[src/rtl/ipf_pkg.sv]
package ipf_pkg;

   // state of the single request slot
   typedef enum logic [0:0] {
      SLOT_IDLE = 1'b0,
      SLOT_WAIT = 1'b1
   } slot_state_e;

   function automatic int unsigned imin(input int unsigned a, input int unsigned b);
      return (a < b) ? a : b;
   endfunction

endpackage

[src/rtl/ipf_fill_ctrl.sv]
module ipf_fill_ctrl
   import ipf_pkg::*;
#(
   parameter int              ADDR_W     = 32,
   parameter int              LINE_BYTES = 16,
   parameter int              TAG_W      = 3,
   parameter logic [ADDR_W-1:0] START_ADDR = '0
) (
   input  logic              clk,
   input  logic              rst_n,
   input  logic              flush_i,
   input  logic [ADDR_W-1:0] flush_addr_i,
   input  logic [1:0]        full_i,
   input  logic              head_i,
   input  logic              req_ready_i,
   input  logic              rsp_valid_i,
   input  logic [TAG_W-1:0]  rsp_tag_i,
   output logic              req_valid_o,
   output logic [ADDR_W-1:0] req_addr_o,
   output logic [TAG_W-1:0]  req_tag_o,
   output logic              fill_en_o,
   output logic              fill_idx_o
);

   localparam logic [ADDR_W-1:0] LINE_MASK = ~ADDR_W'(LINE_BYTES - 1);
   localparam logic [ADDR_W-1:0] LINE_STEP = ADDR_W'(LINE_BYTES);

   slot_state_e       slot_q;
   logic [TAG_W-1:0]  epoch_q;
   logic [ADDR_W-1:0] next_line_q;
   logic              target_q;
   logic              req_fire;

   assign req_valid_o = (slot_q == SLOT_IDLE) && !(full_i[0] && full_i[1]);
   assign req_fire    = req_valid_o && req_ready_i;
   assign req_addr_o  = next_line_q;
   assign req_tag_o   = epoch_q;
   assign fill_en_o   = rsp_valid_i && (slot_q == SLOT_WAIT) &&
                        (rsp_tag_i == epoch_q) && !flush_i;
   assign fill_idx_o  = target_q;

   always_ff @(posedge clk) begin
      if (!rst_n) begin
         slot_q      <= SLOT_IDLE;
         epoch_q     <= '0;
         next_line_q <= START_ADDR & LINE_MASK;
         target_q    <= 1'b0;
      end else if (flush_i) begin
         slot_q      <= SLOT_IDLE;
         epoch_q     <= epoch_q + 1'b1;
         next_line_q <= flush_addr_i & LINE_MASK;
      end else if (req_fire) begin
         slot_q      <= SLOT_WAIT;
         next_line_q <= next_line_q + LINE_STEP;
         // the oldest empty slot: head when both are empty, else the other one
         target_q    <= full_i[head_i] ? ~head_i : head_i;
      end else if (fill_en_o) begin
         slot_q      <= SLOT_IDLE;
      end
   end

endmodule

[src/rtl/ipf_line_store.sv]
module ipf_line_store #(
   parameter int LINE_BYTES = 16,
   parameter int TAKE_W     = 3
) (
   input  logic                        clk,
   input  logic                        rst_n,
   input  logic                        flush_i,
   input  logic [$clog2(LINE_BYTES)-1:0] flush_off_i,
   input  logic                        fill_en_i,
   input  logic                        fill_idx_i,
   input  logic [8*LINE_BYTES-1:0]     fill_data_i,
   input  logic [TAKE_W-1:0]           take_i,
   output logic [16*LINE_BYTES-1:0]    lines_o,
   output logic [1:0]                  full_o,
   output logic                        head_o,
   output logic [$clog2(LINE_BYTES)-1:0] rd_off_o
);

   localparam int OFF_W  = $clog2(LINE_BYTES);
   localparam int LINE_W = 8 * LINE_BYTES;
   localparam int SUM_W  = OFF_W + 1;

   logic [1:0]       full_q, full_d;
   logic             head_q;
   logic [OFF_W-1:0] off_q;
   logic [SUM_W-1:0] off_sum;
   logic             wrap;

   assign off_sum = {1'b0, off_q} + SUM_W'(take_i);
   assign wrap    = off_sum >= SUM_W'(LINE_BYTES);

   always_comb begin
      full_d = full_q;
      if (wrap)      full_d[head_q]     = 1'b0;
      if (fill_en_i) full_d[fill_idx_i] = 1'b1;
   end

   always_ff @(posedge clk) begin
      if (!rst_n) begin
         full_q <= '0;
         head_q <= 1'b0;
         off_q  <= '0;
      end else if (flush_i) begin
         full_q <= '0;
         head_q <= 1'b0;
         off_q  <= flush_off_i;
      end else begin
         full_q <= full_d;
         if (wrap) begin
            head_q <= ~head_q;
            off_q  <= OFF_W'(off_sum - SUM_W'(LINE_BYTES));
         end else begin
            off_q  <= OFF_W'(off_sum);
         end
      end
   end

   genvar b;
   generate
      for (b = 0; b < 2; b++) begin : g_buf
         logic [LINE_W-1:0] data_q;
         always_ff @(posedge clk) begin
            if (!rst_n)
               data_q <= '0;
            else if (fill_en_i && !flush_i && (fill_idx_i == 1'(b)))
               data_q <= fill_data_i;
         end
         assign lines_o[b*LINE_W +: LINE_W] = data_q;
      end
   endgenerate

   assign full_o   = full_q;
   assign head_o   = head_q;
   assign rd_off_o = off_q;

endmodule

[src/rtl/ipf_window.sv]
module ipf_window
   import ipf_pkg::*;
#(
   parameter int LINE_BYTES = 16,
   parameter int WIN_BYTES  = 4,
   parameter bit ZERO_IDLE  = 1'b1
) (
   input  logic [16*LINE_BYTES-1:0]      lines_i,
   input  logic [1:0]                    full_i,
   input  logic                          head_i,
   input  logic [$clog2(LINE_BYTES)-1:0] rd_off_i,
   output logic [8*WIN_BYTES-1:0]        win_o,
   output logic [$clog2(WIN_BYTES+1)-1:0] cnt_o
);

   localparam int OFF_W  = $clog2(LINE_BYTES);
   localparam int LINE_W = 8 * LINE_BYTES;
   localparam int AV_W   = OFF_W + 2;
   localparam int CNT_W  = $clog2(WIN_BYTES + 1);

   logic [2*LINE_W-1:0] seq;
   logic [AV_W-1:0]     avail;
   logic                head_full, tail_full;

   // older line in the low half, younger above it
   assign seq = head_i ? {lines_i[0 +: LINE_W], lines_i[LINE_W +: LINE_W]}
                       : lines_i;

   assign head_full = full_i[head_i];
   assign tail_full = full_i[~head_i];

   always_comb begin
      avail = '0;
      if (head_full) begin
         avail = AV_W'(LINE_BYTES) - AV_W'(rd_off_i);
         if (tail_full) avail = avail + AV_W'(LINE_BYTES);
      end
   end

   assign cnt_o = CNT_W'(imin(int'(avail), WIN_BYTES));

   genvar j;
   generate
      for (j = 0; j < WIN_BYTES; j++) begin : g_lane
         logic [OFF_W:0] pos;
         logic [7:0]     raw;
         assign pos = {1'b0, rd_off_i} + (OFF_W+1)'(j);
         assign raw = seq[int'(pos)*8 +: 8];
         if (ZERO_IDLE) begin : g_zero
            assign win_o[j*8 +: 8] = (CNT_W'(j) < cnt_o) ? raw : 8'h00;
         end else begin : g_raw
            assign win_o[j*8 +: 8] = raw;
         end
      end
   endgenerate

endmodule

[src/rtl/ipf_dual_buffer.sv]
module ipf_dual_buffer #(
   parameter int                ADDR_W     = 32,
   parameter int                LINE_BYTES = 16,
   parameter int                WIN_BYTES  = 4,
   parameter int                TAG_W      = 3,
   parameter bit                ZERO_IDLE  = 1'b1,
   parameter logic [ADDR_W-1:0] START_ADDR = '0
) (
   input  logic                             clk,
   input  logic                             rst_n,
   input  logic                             redir_valid,
   input  logic [ADDR_W-1:0]                redir_addr,
   output logic                             mem_req_valid,
   input  logic                             mem_req_ready,
   output logic [ADDR_W-1:0]                mem_req_addr,
   output logic [TAG_W-1:0]                 mem_req_tag,
   input  logic                             mem_rsp_valid,
   input  logic [TAG_W-1:0]                 mem_rsp_tag,
   input  logic [8*LINE_BYTES-1:0]          mem_rsp_data,
   output logic [8*WIN_BYTES-1:0]           dec_bytes,
   output logic [$clog2(WIN_BYTES+1)-1:0]   dec_count,
   output logic [ADDR_W-1:0]                dec_pc,
   input  logic [$clog2(WIN_BYTES+1)-1:0]   dec_take
);

   localparam int OFF_W  = $clog2(LINE_BYTES);
   localparam int CNT_W  = $clog2(WIN_BYTES + 1);

   generate
      if (LINE_BYTES != (1 << OFF_W)) begin : g_bad_line
         $error("LINE_BYTES must be a power of two");
      end
      if (WIN_BYTES < 3 || WIN_BYTES > LINE_BYTES) begin : g_bad_win
         $error("WIN_BYTES must lie between 3 and LINE_BYTES");
      end
      if (TAG_W < 1) begin : g_bad_tag
         $error("TAG_W must be at least one");
      end
      if (ADDR_W <= OFF_W) begin : g_bad_addr
         $error("ADDR_W must exceed the line offset width");
      end
   endgenerate

   logic [16*LINE_BYTES-1:0] lines;
   logic [1:0]               full;
   logic                     head;
   logic [OFF_W-1:0]         rd_off;
   logic                     fill_en, fill_idx;
   logic [CNT_W-1:0]         take_eff;
   logic [ADDR_W-1:0]        pc_q;

   assign take_eff = redir_valid ? '0 : dec_take;

   ipf_fill_ctrl #(
      .ADDR_W    (ADDR_W),
      .LINE_BYTES(LINE_BYTES),
      .TAG_W     (TAG_W),
      .START_ADDR(START_ADDR)
   ) u_fill (
      .clk         (clk),
      .rst_n       (rst_n),
      .flush_i     (redir_valid),
      .flush_addr_i(redir_addr),
      .full_i      (full),
      .head_i      (head),
      .req_ready_i (mem_req_ready),
      .rsp_valid_i (mem_rsp_valid),
      .rsp_tag_i   (mem_rsp_tag),
      .req_valid_o (mem_req_valid),
      .req_addr_o  (mem_req_addr),
      .req_tag_o   (mem_req_tag),
      .fill_en_o   (fill_en),
      .fill_idx_o  (fill_idx)
   );

   ipf_line_store #(
      .LINE_BYTES(LINE_BYTES),
      .TAKE_W    (CNT_W)
   ) u_store (
      .clk        (clk),
      .rst_n      (rst_n),
      .flush_i    (redir_valid),
      .flush_off_i(redir_addr[OFF_W-1:0]),
      .fill_en_i  (fill_en),
      .fill_idx_i (fill_idx),
      .fill_data_i(mem_rsp_data),
      .take_i     (take_eff),
      .lines_o    (lines),
      .full_o     (full),
      .head_o     (head),
      .rd_off_o   (rd_off)
   );

   ipf_window #(
      .LINE_BYTES(LINE_BYTES),
      .WIN_BYTES (WIN_BYTES),
      .ZERO_IDLE (ZERO_IDLE)
   ) u_win (
      .lines_i (lines),
      .full_i  (full),
      .head_i  (head),
      .rd_off_i(rd_off),
      .win_o   (dec_bytes),
      .cnt_o   (dec_count)
   );

   always_ff @(posedge clk) begin
      if (!rst_n)           pc_q <= START_ADDR;
      else if (redir_valid) pc_q <= redir_addr;
      else                  pc_q <= pc_q + ADDR_W'(take_eff);
   end

   assign dec_pc = pc_q;

endmodule

[config.mk]
export PLATFORM = sky130hd
export DESIGN_NAME = ipf_dual_buffer
export DESIGN_NICKNAME = d
export VERILOG_FILES = /design/src/rtl/ipf_pkg.sv /design/src/rtl/ipf_fill_ctrl.sv /design/src/rtl/ipf_line_store.sv /design/src/rtl/ipf_window.sv /design/src/rtl/ipf_dual_buffer.sv
export SDC_FILE = /design/constraint.sdc
export NUM_CORES = 1
export LEC_CHECK = 0
export BUFFER_PORTS_ARGS = -buffer_cell sky130_fd_sc_hd__buf_2
export CAP_MARGIN = 10
export CORE_MARGIN = 4
export CORE_UTILIZATION = 35
export CTS_CLUSTER_SIZE = 20
export DETAILED_ROUTE_END_ITERATION = 10
export PLACE_DENSITY = 0.53
export SLEW_MARGIN = 30
export SYNTH_ARGS = -nofsm -noshare
export SYNTH_HDL_FRONTEND = slang
export SYNTH_SLANG_ARGS = --single-unit
[constraint.sdc]
create_clock -name clk -period 3.99 [get_ports clk]
set_input_delay 0.798 -clock clk [delete_from_list [all_inputs] [get_ports clk]]
set_output_delay 0.798 -clock clk [all_outputs]
set_load 0.01 [all_outputs]
==> flow_metrics.env, run 1 <==
export IMPL_final_nets=2478
export IMPL_synth_area_top_cells="dfxtp_1 35%, mux4_2 14%, nand2_1 13%"
export IMPL_dp_hpwl_mm=52.8
export IMPL_rows=84
export IMPL_hold_viol_final=0
export IMPL_crit_fanout=11
export IMPL_combPwrFrac_pct=10.0
export IMPL_critical_path_class="flop to output port"
export IMPL_tightest_slew_ns=0.897
export IMPL_switching_power_w=0.00204
export IMPL_grt_pass1_wl_mm=106
export IMPL_core_area_sq_mm=0.0530
export IMPL_fin_crit_ns=3.96
export IMPL_io_pins=274
export IMPL_drv_slew=0
export IMPL_detail_route_antenna_nets=0
export IMPL_fin_util_pct=41.4
export IMPL_cts_sinks=328
export IMPL_fp_dieW_um=240
export IMPL_synth_top_family_by_area="multiplexers"
export IMPL_antenna_found_initial=16
export IMPL_cp_arrival_ns=3.17
export IMPL_ff_latch_area_sq_mm=0.00658
export IMPL_synthesis_area_sq_mm=0.0189
export IMPL_synthMuxAreaShare_pct=20.3
export IMPL_peakVddDrop_uv=300
export IMPL_setup_viol=0
export IMPL_status="finished, final reports clean"
export IMPL_p_total_w=0.00787
export IMPL_grt_pass1_vias=16400
export IMPL_insertion_delay_ns=0.57
export IMPL_synth_top_area_share_pct=34.8
export IMPL_avgSynthCellArea_sq_um=8.89
export IMPL_cts_hold_buf=0
export IMPL_synth_cell_types=64
export IMPL_ctsRootBufferMaster="clkbuf_16"
export IMPL_gr_total_overflow=0
export IMPL_vias_per_cell=5.63
export IMPL_post_dp_cell_area_sq_mm=0.0205
export IMPL_synth_seq_cells=328
export IMPL_die_h_um=240
export IMPL_clock_skew_ns=0.0182
export IMPL_synth_largest_area_cell="dfxtp_1"
export IMPL_cp_data_required_time_ns=3.19
export IMPL_cts_buffers_inserted=40
export IMPL_post_drt_wl_per_cell_um=24.0
export IMPL_fin_ws_ns=0.0262
export IMPL_synth_compound_area_share_pct=17.1
export IMPL_yosys_top_cells_count="657 x nand2_1, 328 x dfxtp_1, 198 x a21boi_0"
export IMPL_clock_power_share_pct=46.8
export IMPL_tritoncts="done"
export IMPL_synth_ff_type="dfxtp_1"
export IMPL_synthArstFlopShare_pct=0
export IMPL_port_buffers=269
export IMPL_synth_warnings=0
export IMPL_p_per_area_mw_per_mm2=359
export IMPL_die_area_sq_mm=0.0576
export IMPL_p_sw_share_pct=25.9
export IMPL_grt_start_max_net_pins=137
export IMPL_max_freq_mhz=252
export IMPL_fin_area_sq_mm=0.0219
export IMPL_drive_gt1_share_pct=22.5
export IMPL_drcViolationCount=0
export IMPL_whs_ns=0.471
export IMPL_slew_headroom_pct=40.2
export IMPL_cts_max_level=2
export IMPL_postSynthCellCount=2120
export IMPL_synth_edf_count=0
export IMPL_finalWirelength_mm=72.3
export IMPL_preCtsSetupSlack_ns=0.394
export IMPL_pwr_share_seq_pct=43.2
export IMPL_cp_end_kind="output port"
export IMPL_synth_xor_area_share_pct=2.37
export IMPL_power_leakage_nw=7.79
export IMPL_worstHoldPathType="flop to flop"
export IMPL_area_growth_pct=16.4
export IMPL_path_clk_slew_ns=0.06
export IMPL_first_pass_iters=5
export IMPL_yosys_area_share_simple_pct=19.0
export IMPL_p_int_w=0.00583
export IMPL_drtIter0Drc=1348
export IMPL_nFillCells=5321
export IMPL_crit_path_start_kind="flop"
export IMPL_ys_seq_area_share_pct=34.8
export IMPL_yosysMostFrequentCell="nand2_1"
export IMPL_maxCapViolCount=0
export IMPL_place_congestion=0.922
export IMPL_synth_fa_ha_area_share_pct=0.876
export IMPL_dr_total_vias=17000
export IMPL_grt_util_all_layers_pct=24.3
export IMPL_finalCritPeriodShare_pct=99.3
export IMPL_rsz0062_at_grt="true"
export IMPL_multiInputGateArea_sq_mm=0.0113
export IMPL_initial_core_util_pct=35.6
export IMPL_cts_max_path_buffers=3
[power groups by stage]
stage	registers, W	clock network [W]	logic (W)
after floorplan	0.00347	0	0.000480
after global placement	0.00347	0	0.000773
after detailed placement	0.00347	0	0.000779
after CTS	0.00340	0.00376	0.000783
after global routing	0.00341	0.00390	0.000853
final	0.00340	0.00368	0.000789
[cell usage in the layout (no fill, tap or decap), types with 7 or more instances in the layout]
| cell type | synthesis | routed |
|---|---|---|
| a21boi_0 | 198 | 198 |
| a21boi_1 | 65 | 65 |
| a21oi_1 | 61 | 60 |
| a22oi_1 | 10 | 10 |
| a31oi_1 | 15 | 14 |
| a32o_1 | 15 | 15 |
| and2_1 | 11 | 10 |
| buf_12 | 3 | 11 |
| buf_2 | 37 | 268 |
| buf_4 | 19 | 24 |
| clkbuf_1 | 90 | 7 |
| clkbuf_16 | 0 | 40 |
| clkbuf_8 | 0 | 12 |
| dfxtp_1 | 328 | 324 |
| ha_1 | 10 | 10 |
| inv_1 | 13 | 13 |
| mux2_2 | 11 | 11 |
| mux2i_1 | 57 | 56 |
| mux4_1 | 18 | 18 |
| mux4_2 | 117 | 117 |
| nand2_1 | 657 | 656 |
| nand3_1 | 64 | 64 |
| nand4_1 | 26 | 26 |
| nor2_1 | 40 | 39 |
| nor2b_1 | 8 | 7 |
| nor3_1 | 9 | 8 |
| nor4_1 | 8 | 8 |
| o21ai_0 | 73 | 72 |
| or3_1 | 13 | 13 |
| xnor2_1 | 19 | 19 |
| xor2_1 | 32 | 32 |
[final timing paths]
check | depth (start not counted) | endpoint | startpoint | slack [ns]
setup / recovery | 10 | dec_bytes[12] | u_store.rd_off_o[0] | 0.03
hold / removal | 2 | u_store.g_buf[0].data_q[117] | u_store.g_buf[0].data_q[117] | 0.47
setup reg to reg | 7 | u_store.g_buf[1].data_q[36] | u_fill.slot_q | 1.79
hold reg to reg | 2 | u_store.g_buf[0].data_q[117] | u_store.g_buf[0].data_q[117] | 0.47
[worst max-delay path, cell delays in order (launching register included)]
cell and delay [ns]:
dfxtp_4 0.41, inv_1 0.09, ha_1 0.22, nand2b_1 0.13
nor2_2 0.07, ha_1 0.35, nor3_4 0.07, a311o_2 0.45
buf_4 0.21, o21ai_0 0.39, buf_2 0.22
[per-layer routing]
layer	vias up	wire, um	GRT usage [%]
met5	-	111	0
met4	20	1710	5.75
met3	113	5740	5.90
met2	617	34100	39.6
met1	8380	30700	32.9
li1	7850	-	-
[cell families after synthesis]
logic type	count (synthesis)
simple gates	862
flops	328
fa+ha+maj	12
mux	204
xor+xnor	51
other cells	1
buf+inv	192
compound gates	470
[per-stage QoR]
stage	cells	TNS [ns]
final	3016	0
after global routing	3012	-0.0161
after CTS	3009	0
after detailed placement	2938	0
after global placement	2938	0
after floorplan	2123	0
[timing repair]
item,CTS,global route
setup endpoints to repair,11,22
pin swaps,0,1
resized for setup,3,8
buffers inserted,0,3
[registers in the layout, indices dropped and copies added, names as in the netlist]
register              cells
u_store.g_buf.data_q    256
dec_pc                   32
u_fill.req_addr_o        28
u_store.rd_off_o          4
u_fill.req_tag_o          3
u_store.full_o            2
u_fill.fill_idx_o         1
u_fill.slot_q             1
u_store.head_o            1
[layout make-up]
cell class | instances | share of cell area [%]
Antenna cell | 4 | 0.0456
Clock buffer | 58 | 5.37
Clock inverter | 13 | 0.639
Inverter | 16 | 0.274
Multi-Input combinational cell | 1603 | 51.6
Sequential cell | 328 | 30.0
Tap cell | 688 | 3.92
Timing Repair Buffer | 306 | 8.11
Power figures use the tool's default switching activity.
==> run 2, diff against run 1 <==
--- a/config.mk
+++ b/config.mk
@@ -8,10 +8,10 @@
 export BUFFER_PORTS_ARGS = -buffer_cell sky130_fd_sc_hd__buf_2
 export CAP_MARGIN = 10
 export CORE_MARGIN = 4
-export CORE_UTILIZATION = 35
+export CORE_UTILIZATION = 30
 export CTS_CLUSTER_SIZE = 20
 export DETAILED_ROUTE_END_ITERATION = 10
-export PLACE_DENSITY = 0.53
+export PLACE_DENSITY = 0.47
 export SLEW_MARGIN = 30
 export SYNTH_ARGS = -nofsm -noshare
 export SYNTH_HDL_FRONTEND = slang
==> flow_metrics.env, run 2 (synthesis gave the netlist of run 1 again) <==
export IMPL_path_cells="inv_1 > ha_1 > nand2b_1 > nor2_2 > ha_1 > nor3_4 > a31oi_2 > nand3_1 > o21ai_1 > buf_2"
export IMPL_gr_total_overflow=0
export IMPL_place_congestion=0.936
export IMPL_nFillCells=6463
export IMPL_regMostFlops="u_store.g_buf.data_q"
export IMPL_grt_pass1_wl_mm=110
export IMPL_maxCapViolCount=0
export IMPL_initial_core_util_pct=30.4
export IMPL_clock_skew_ns=0.0250
export IMPL_fp_dieW_um=259
export IMPL_post_dp_cell_area_sq_mm=0.0207
export IMPL_first_pass_iters=5
export IMPL_drv_slew=0
export IMPL_tritoncts="done"
export IMPL_die_h_um=259
export IMPL_crit_start="u_store.rd_off_o[0]"
export IMPL_instances_no_fill=3172
export IMPL_crit_fanout=8
export IMPL_ctsRootBufferMaster="clkbuf_16"
export IMPL_fin_crit_ns=3.94
export IMPL_finalCritPeriodShare_pct=98.8
export IMPL_p_total_w=0.00812
export IMPL_io_pins=274
export IMPL_die_area_sq_mm=0.0669
export IMPL_antenna_found_initial=19
export IMPL_critPathMostFrequentCell="ha_1"
export IMPL_cp_end_kind="output port"
export IMPL_drive_gt1_share_pct=22.7
export IMPL_insertion_delay_ns=0.58
export IMPL_preCtsSetupSlack_ns=0.347
export IMPL_grt_util_all_layers_pct=21.5
export IMPL_fin_ws_ns=0.0470
export IMPL_r2r_start="u_fill.slot_q"
export IMPL_max_freq_mhz=254
export IMPL_cts_max_path_buffers=3
export IMPL_worst_path_buf_inv=2
export IMPL_cts_buffers_inserted=42
export IMPL_setup_viol=0
export IMPL_critical_path_class="flop to output port"
export IMPL_largest_reg_flops=256
export IMPL_cp_depth=10
export IMPL_cts_max_level=2
export IMPL_drtIter0Drc=1176
export IMPL_core_area_sq_mm=0.0619
export IMPL_rows=91
export IMPL_max_stage_delay_ns=0.60
export IMPL_worstHoldPathType="flop to flop"
export IMPL_dp_cells=3083
export IMPL_drcViolationCount=0
export IMPL_path_clk_slew_ns=0.06
export IMPL_p_per_area_mw_per_mm2=364
export IMPL_tns_ns=0
export IMPL_crit_path_start_kind="flop"
export IMPL_holdCritStartpoint="u_store.g_buf[1].data_q[66]"
export IMPL_slew_headroom_pct=21.8
export IMPL_fin_area_sq_mm=0.0223
export IMPL_post_drt_wl_per_cell_um=23.9
export IMPL_dp_hpwl_mm=54.5
export IMPL_power_leakage_nw=7.87
export IMPL_most_common_layout_cells="656 x nand2_1, 324 x dfxtp_1, 268 x buf_2, 198 x a21boi_0, 117 x mux4_2"
export IMPL_dr_total_vias=17000
export IMPL_whs_path_depth=2
export IMPL_final_nets=2482
export IMPL_status="finished, final reports clean"
export IMPL_area_growth_pct=18.3
export IMPL_peakVddDrop_uv=268
export IMPL_hold_viol_final=0
export IMPL_port_buffers=269
export IMPL_crit_family="compound AO/OA/AOI/OAI gates"
export IMPL_grt_start_max_net_pins=238
export IMPL_finalWirelength_mm=75.7
export IMPL_mostFrequentLayoutCell="nand2_1"
export IMPL_cp_arrival_ns=3.15
export IMPL_cp_data_required_time_ns=3.19
export IMPL_crit_slowest_cell="a31oi_2"
export IMPL_cts_hold_buf=0
export IMPL_vias_per_cell=5.35
export IMPL_rr_worst_depth=7
export IMPL_cts_sinks=328
export IMPL_grt_pass1_vias=16600
export IMPL_tightest_slew_ns=1.17
export IMPL_detail_route_antenna_nets=0
run 2: where the power goes:
group / total, W / leakage (nW) / switching [W] / internal, W
logic: 0.000813 / 4.51 / 0.000484 / 0.000329
clock network: 0.00392 / 0.698 / 0.00155 / 0.00237
registers: 0.00339 / 2.66 / 0.0000652 / 0.00333
total: 0.00812 / 7.87 / 0.00210 / 0.00603
run 2: layout make-up:
type / count / area, sq um / area share, %
clock buffers: 63 / 1250 / 5.61
well taps: 837 / 1050 / 4.69
repair buffers: 308 / 1850 / 8.29
flip-flops and latches: 328 / 6580 / 29.5
diodes: 4 / 10.0 / 0.0449
clock inverters: 13 / 165 / 0.740
inverters: 16 / 63.8 / 0.286
multi-input cells: 1603 / 11300 / 50.8
run 2: timing repair:
item                       CTS  global route
setup buffers                3             4
pin swaps                    2             2
resized for setup           10             6
setup endpoints to repair   19            27
cloned                       0             2
run 2: path summary, 6_finish.rpt:
path	end	slack [ns]
setup / recovery	dec_bytes[9]	0.05
hold / removal	u_store.g_buf[1].data_q[66]	0.47
setup reg to reg	u_store.g_buf[1].data_q[43]	1.70
hold reg to reg	u_store.g_buf[1].data_q[66]	0.47
run 2: worst register-to-register path, cell delays in order, from the launching register on:
cell      delay, ns
dfxtp_1        0.43
nand3b_1       0.12
nor4_2         0.30
buf_4          0.22
and2_4         0.47
buf_12         0.34
nand2_1        0.13
a21boi_0       0.18
run 2: per-layer routing:
layer / vias up / track usage (%) / part of all wire, %
met1: 8340 / 28.4 / 42
met4: 18 / 5.25 / 2.5
met5: - / 0 / 0.15
met2: 643 / 35.7 / 47
li1: 7860 / - / -
met3: 120 / 5.42 / 8.1
run 2: per-stage QoR:
stage          util, %  hold slack, ns
2_1_floorplan        -           0.440
3_3_place_gp      33.4           0.460
3_5_place_dp      33.4           0.466
4_1_cts           35.8           0.431
5_1_grt           36.0           0.450
6_report          36.0           0.469
